$ cat src/rtl/mpc_pkg.sv
package mpc_pkg;

    localparam int WORD_W = 32;

    typedef enum logic [1:0] {
        ACC_RD  = 2'd0,
        ACC_WR  = 2'd1,
        ACC_EX  = 2'd2,
        ACC_BAD = 2'd3
    } acc_kind_e;

    typedef enum logic [1:0] {
        CSEL_BASE = 2'd0,
        CSEL_SIZE = 2'd1,
        CSEL_CTRL = 2'd2,
        CSEL_NONE = 2'd3
    } cfg_sel_e;

    typedef struct packed {
        logic rd;
        logic wr;
        logic ex;
    } perm_t;

    typedef struct packed {
        logic [WORD_W-1:0] base;
        logic [WORD_W-1:0] size_w;
        logic [WORD_W-1:0] ctrl_w;
    } region_cfg_t;

    typedef struct packed {
        perm_t      perm;
        logic       fault;
        logic [3:0] status;
        logic       bgf;
    } chk_res_t;

    localparam logic [3:0] FS_PERM = 4'hD;
    localparam int         SUBR_MIN_LOG = 8;

    function automatic perm_t ap_decode(input logic [2:0] ap, input logic user);
        perm_t p;
        p = '0;
        if (user) begin
            case (ap)
                3'd2, 3'd6: p = '{rd: 1'b1, wr: 1'b0, ex: 1'b1};
                3'd3:       p = '{rd: 1'b1, wr: 1'b1, ex: 1'b1};
                default:    p = '0;
            endcase
        end else begin
            case (ap)
                3'd1, 3'd2, 3'd3: p = '{rd: 1'b1, wr: 1'b1, ex: 1'b1};
                3'd5, 3'd6:       p = '{rd: 1'b1, wr: 1'b0, ex: 1'b1};
                default:          p = '0;
            endcase
        end
        return p;
    endfunction

    function automatic perm_t default_map(input logic [WORD_W-1:0] a, input logic hv);
        perm_t p;
        p.rd = 1'b1;
        p.wr = 1'b1;
        p.ex = !a[WORD_W-1] || ((a[WORD_W-1 -: 4] == 4'hF) && hv);
        return p;
    endfunction

    function automatic logic perm_ok(input perm_t p, input acc_kind_e k);
        case (k)
            ACC_RD:  return p.rd;
            ACC_WR:  return p.wr;
            ACC_EX:  return p.ex;
            default: return 1'b0;
        endcase
    endfunction

endpackage

$ cat src/rtl/mpc_region_bank.sv
module mpc_region_bank
    import mpc_pkg::*;
#(
    parameter int NREG  = 16,
    localparam int IDX_W = $clog2(NREG)
) (
    input  logic              clk,
    input  logic              rst,
    input  logic              we,
    input  logic [IDX_W-1:0]  idx,
    input  logic [1:0]        sel,
    input  logic [WORD_W-1:0] wdata,
    output region_cfg_t       cfg_o [NREG]
);

    for (genvar g = 0; g < NREG; g++) begin : g_reg
        region_cfg_t q;
        logic        hit_me;

        assign hit_me = we && (idx == IDX_W'(g));

        always_ff @(posedge clk) begin
            if (rst) begin
                q <= '0;
            end else if (hit_me) begin
                case (cfg_sel_e'(sel))
                    CSEL_BASE: q.base   <= wdata;
                    CSEL_SIZE: q.size_w <= wdata;
                    CSEL_CTRL: q.ctrl_w <= wdata;
                    default:   q        <= q;
                endcase
            end
        end

        assign cfg_o[g] = q;

        a_r1_reset_disabled: assert property (@(posedge clk) disable iff (rst)
            $past(rst) |-> !q.size_w[0]);
    end

endmodule

$ cat config.mk
export PLATFORM = sky130hd
export DESIGN_NAME = mpc_region_bank
export DESIGN_NICKNAME = d
export VERILOG_FILES = /design/src/rtl/mpc_pkg.sv /design/src/rtl/mpc_region_bank.sv
export SDC_FILE = /design/constraint.sdc
export NUM_CORES = 2
export LEC_CHECK = 0
export ABC_AREA = 1
export BUFFER_PORTS_ARGS = -buffer_cell sky130_fd_sc_hd__buf_2
export CAP_MARGIN = 5
export CORE_AREA = 2 2 608 610
export CTS_CLUSTER_SIZE = 12
export DETAILED_ROUTE_END_ITERATION = 10
export DIE_AREA = 0 0 610 612
export SYNTH_ARGS = -nofsm -noshare
export SYNTH_HDL_FRONTEND = slang
export SYNTH_SLANG_ARGS = --single-unit
$ cat constraint.sdc
create_clock -name clk -period 2.06 [get_ports clk]
set_clock_uncertainty 0.05 [all_clocks]
set_input_delay 0.103 -clock clk [delete_from_list [all_inputs] [get_ports clk]]
set_output_delay 0.103 -clock clk [all_outputs]
set_load 0.02 [all_outputs]
==> impl_metrics.json <==
{
  "status": "finished, violations left",
  "failed_checks": "negative setup slack",
  "ir_worst_vdd_uv": 649,
  "synth_most_common_cell": "nor2_1",
  "drtIter0Drc": 7073,
  "dieHeight_um": 612,
  "syn2layout_area_growth_pct": 37.6,
  "pin_count": 1577,
  "final.fill_count": 41000,
  "drt_wl_total_mm": 331,
  "fp.dieW_um": 610,
  "syn_area_per_cell_um2": 7.15,
  "worst-path-max-fanout": 56,
  "max_stage_delay_ps": 630,
  "grt_overflow": 0,
  "place_area_mm2": 0.0761,
  "fin_cells": 14700,
  "numClockSinks": 1536,
  "multi_input_area_mm2": 0.0259,
  "power.internal_mw": 51.0,
  "htree_num_levels": 4,
  "initial_core_util_pct": 16.4,
  "die-area_mm2": 0.373,
  "worstMarginPinSlew_ps": 1240,
  "power.density_mw_per_mm2": 840,
  "cellLeakagePower_nw": 35.8,
  "netSwitchingFraction_pct": 26.9,
  "dpl_worst_slack_ps": -88.6,
  "timing.hold.ws_ps": 66.8,
  "grt.total_usage_pct": 16.6,
  "p_seq_share_pct": 43.1,
  "dr.pass1.iters": 9,
  "ant_nets": 0,
  "gp_congestion": 0.842,
  "ys_seq_elements": 1536,
  "drive_gt1_share_pct": 24.1,
  "crit_arrival_ps": 2730,
  "ys_top_cells_by_area": "dfxtp_1, nor2_1, nand2_1, nand3_1, a21oi_1",
  "antenna_found_initial": 34,
  "critPathBufInv": 5,
  "final-seq-area_mm2": 0.0307,
  "cts_buffers": 179,
  "syn_nets": 8464,
  "cts_buffer_depth": 4,
  "routed-via-count": 65000,
  "fin_ws_ps": -5.75,
  "insertion_delay_ps": 890,
  "ys_seq_area_share_pct": 51.0,
  "timing.fmax_mhz": 484,
  "synthesis.area_mm2": 0.0603,
  "fp.coreArea_mm2": 0.367,
  "rows": 223,
  "crit_top_cell": "dlygate4sd3_1",
  "worstPathRequired_ps": 2730,
  "dp_cells": 14400,
  "p_comb_share_pct": 8.6,
  "stdcell_area_mm2": 0.0829,
  "rsz0062_at_grt": "false",
  "synth_edf_count": 0,
  "synth_cells": 8423,
  "relSlewSlack_pct": 17.4,
  "path_cells": "buf_2 -> dlygate4sd3_1 -> nor2_4 -> dlygate4sd3_1 -> buf_12 -> buf_4 -> nand4_1 -> nand2_1 -> nor2_1",
  "ys.flop_type": "dfxtp_1",
  "dp_hpwl_mm": 229,
  "start_kind": "primary input",
  "grt_start_max_net_pins": 154,
  "synth_top_area_cell": "dfxtp_1",
  "yosys-top-cells-count": "nor2_1, nand2_1, dfxtp_1",
  "path_delay_family": "buffers and inverters",
  "synth_top_area_share_pct": 51.0,
  "grt_pass1_wl_mm": 447,
  "slowest_stage": "dlygate4sd3_1",
  "hold_viol_final": 0,
  "post_drt_wl_per_cell_um": 22.4,
  "io_buffers": 1576,
  "clkSlewWorstSetupHoldPaths_ps": 60,
  "synth_async_sr_flop_share_pct": 0,
  "worstHoldPathType": "in2reg",
  "yosysUniqueCellTypes": 13,
  "cts-root-buf": "clkbuf_16",
  "criticalPathCategory": "in2reg",
  "clock_power_share_pct": 48.3,
  "grt_pass1_vias": 57300,
  "timing.final.crit_share_pct": 100,
  "fin_crit_ps": 2070,
  "drv_cap": 0,
  "drc_errors": 0,
  "setup_viol": 1,
  "fin_nets": 9807,
  "crit_path_end_kind": "register",
  "maxSlewViolCount": 0,
  "power_switching_mw": 18.7,
  "largest_reg_flops": 1536,
  "vias_per_cell": 4.40,
  "cts_tree": "built",
  "ys_warn_count": 0
}
-- per-layer routing --
metal  vias to the layer above  share of wire, %  track usage [%]
li1                      30100                 -                -
met1                     30600                41             21.0
met2                      3408                45             26.1
met3                       842               8.8             3.94
met4                         6               5.8             8.82
met5                         -             0.013                0
-- worst paths after layout --
check                          startpoint                  endpoint  slack, ps  depth (start not counted)
hold reg to reg   cfg_o[794]$_SDFFE_PP0P_   cfg_o[794]$_SDFFE_PP0P_        410                          2
hold / removal                     idx[2]   cfg_o[837]$_SDFFE_PP0P_         70                          7
setup reg to reg   cfg_o[29]$_SDFFE_PP0P_    cfg_o[29]$_SDFFE_PP0P_        890                          3
setup / recovery                   sel[0]  cfg_o[1173]$_SDFFE_PP0P_         -6                          9
-- placed cells by master, fill, tap and decap left out, types with 10 or more instances in the layout --
cell           instances
inv_4                 33
clkbuf_8              39
a21oi_1              672
bufinv_16             16
buf_2               1575
dlygate4sd3_1         62
nor2_4                29
nand2_1             1542
nand4_1              480
buf_12               158
clkinv_2              20
inv_6                 10
nand3_1             1068
nor2_1              2115
dfxtp_1             1536
clkbuf_1              36
nor2_2                17
buf_4                275
clkbuf_16            180
-- cell type report --
type | count | area share (%)
timing repair buffer | 2072 | 16.6
sequential | 1536 | 37.1
clock inverter | 60 | 1.13
multi-input combinational | 5932 | 31.3
tap | 4837 | 7.30
clock buffer | 255 | 6.24
antenna | 9 | 0.0272
inverter | 45 | 0.314
-- cell families after synthesis --
kind of cell	count (synthesis)	synth area share (%)
AOI/OAI and AO/OA	672	5.58
buffers and inverters	955	6.39
DFF	1536	51.0
and+or+nand+nor	5260	37.0
-- worst reg2reg max path, delay by kind of cell (launching register included) --
| family | cells | cell delay (ps) |
|---|---|---|
| and+or+nand+nor | 1 | 60 |
| buffers and inverters | 1 | 550 |
| DFF | 1 | 340 |
| AOI/OAI and AO/OA | 1 | 110 |
-- through the flow --
| step | utilization, % | setup TNS [ps] | power [mW] |
|---|---|---|---|
| after global routing | 22.6 | 0 | 71.7 |
| after floorplan | - | 0 | 33.4 |
| after CTS | 22.6 | 0 | 70.2 |
| final | 22.6 | -5.75 | 69.7 |
| after global placement | 20.7 | -4820 | 36.5 |
| after detailed placement | 20.7 | -5130 | 36.5 |
-- power groups by stage --
stage / Sequential, mW / Clock [mW] / Combinational [mW]
floorplan: 30.9 / 0 / 2.52
global placement: 30.7 / 0 / 5.81
detailed placement: 30.7 / 0 / 5.82
CTS: 30.0 / 34.2 / 5.94
global route: 30.0 / 35.4 / 6.27
finish: 30.0 / 33.7 / 5.99
-- what timing repair did --
item / 4_1_cts / 5_1_grt
hold endpoints to repair: 1289 / 0
hold buffers: 62 / 0
gates resized for setup: 0 / 1
buffers inserted: 0 / 4
setup endpoints to repair: 0 / 1
Note: power is estimated with default switching activity, not from simulation.
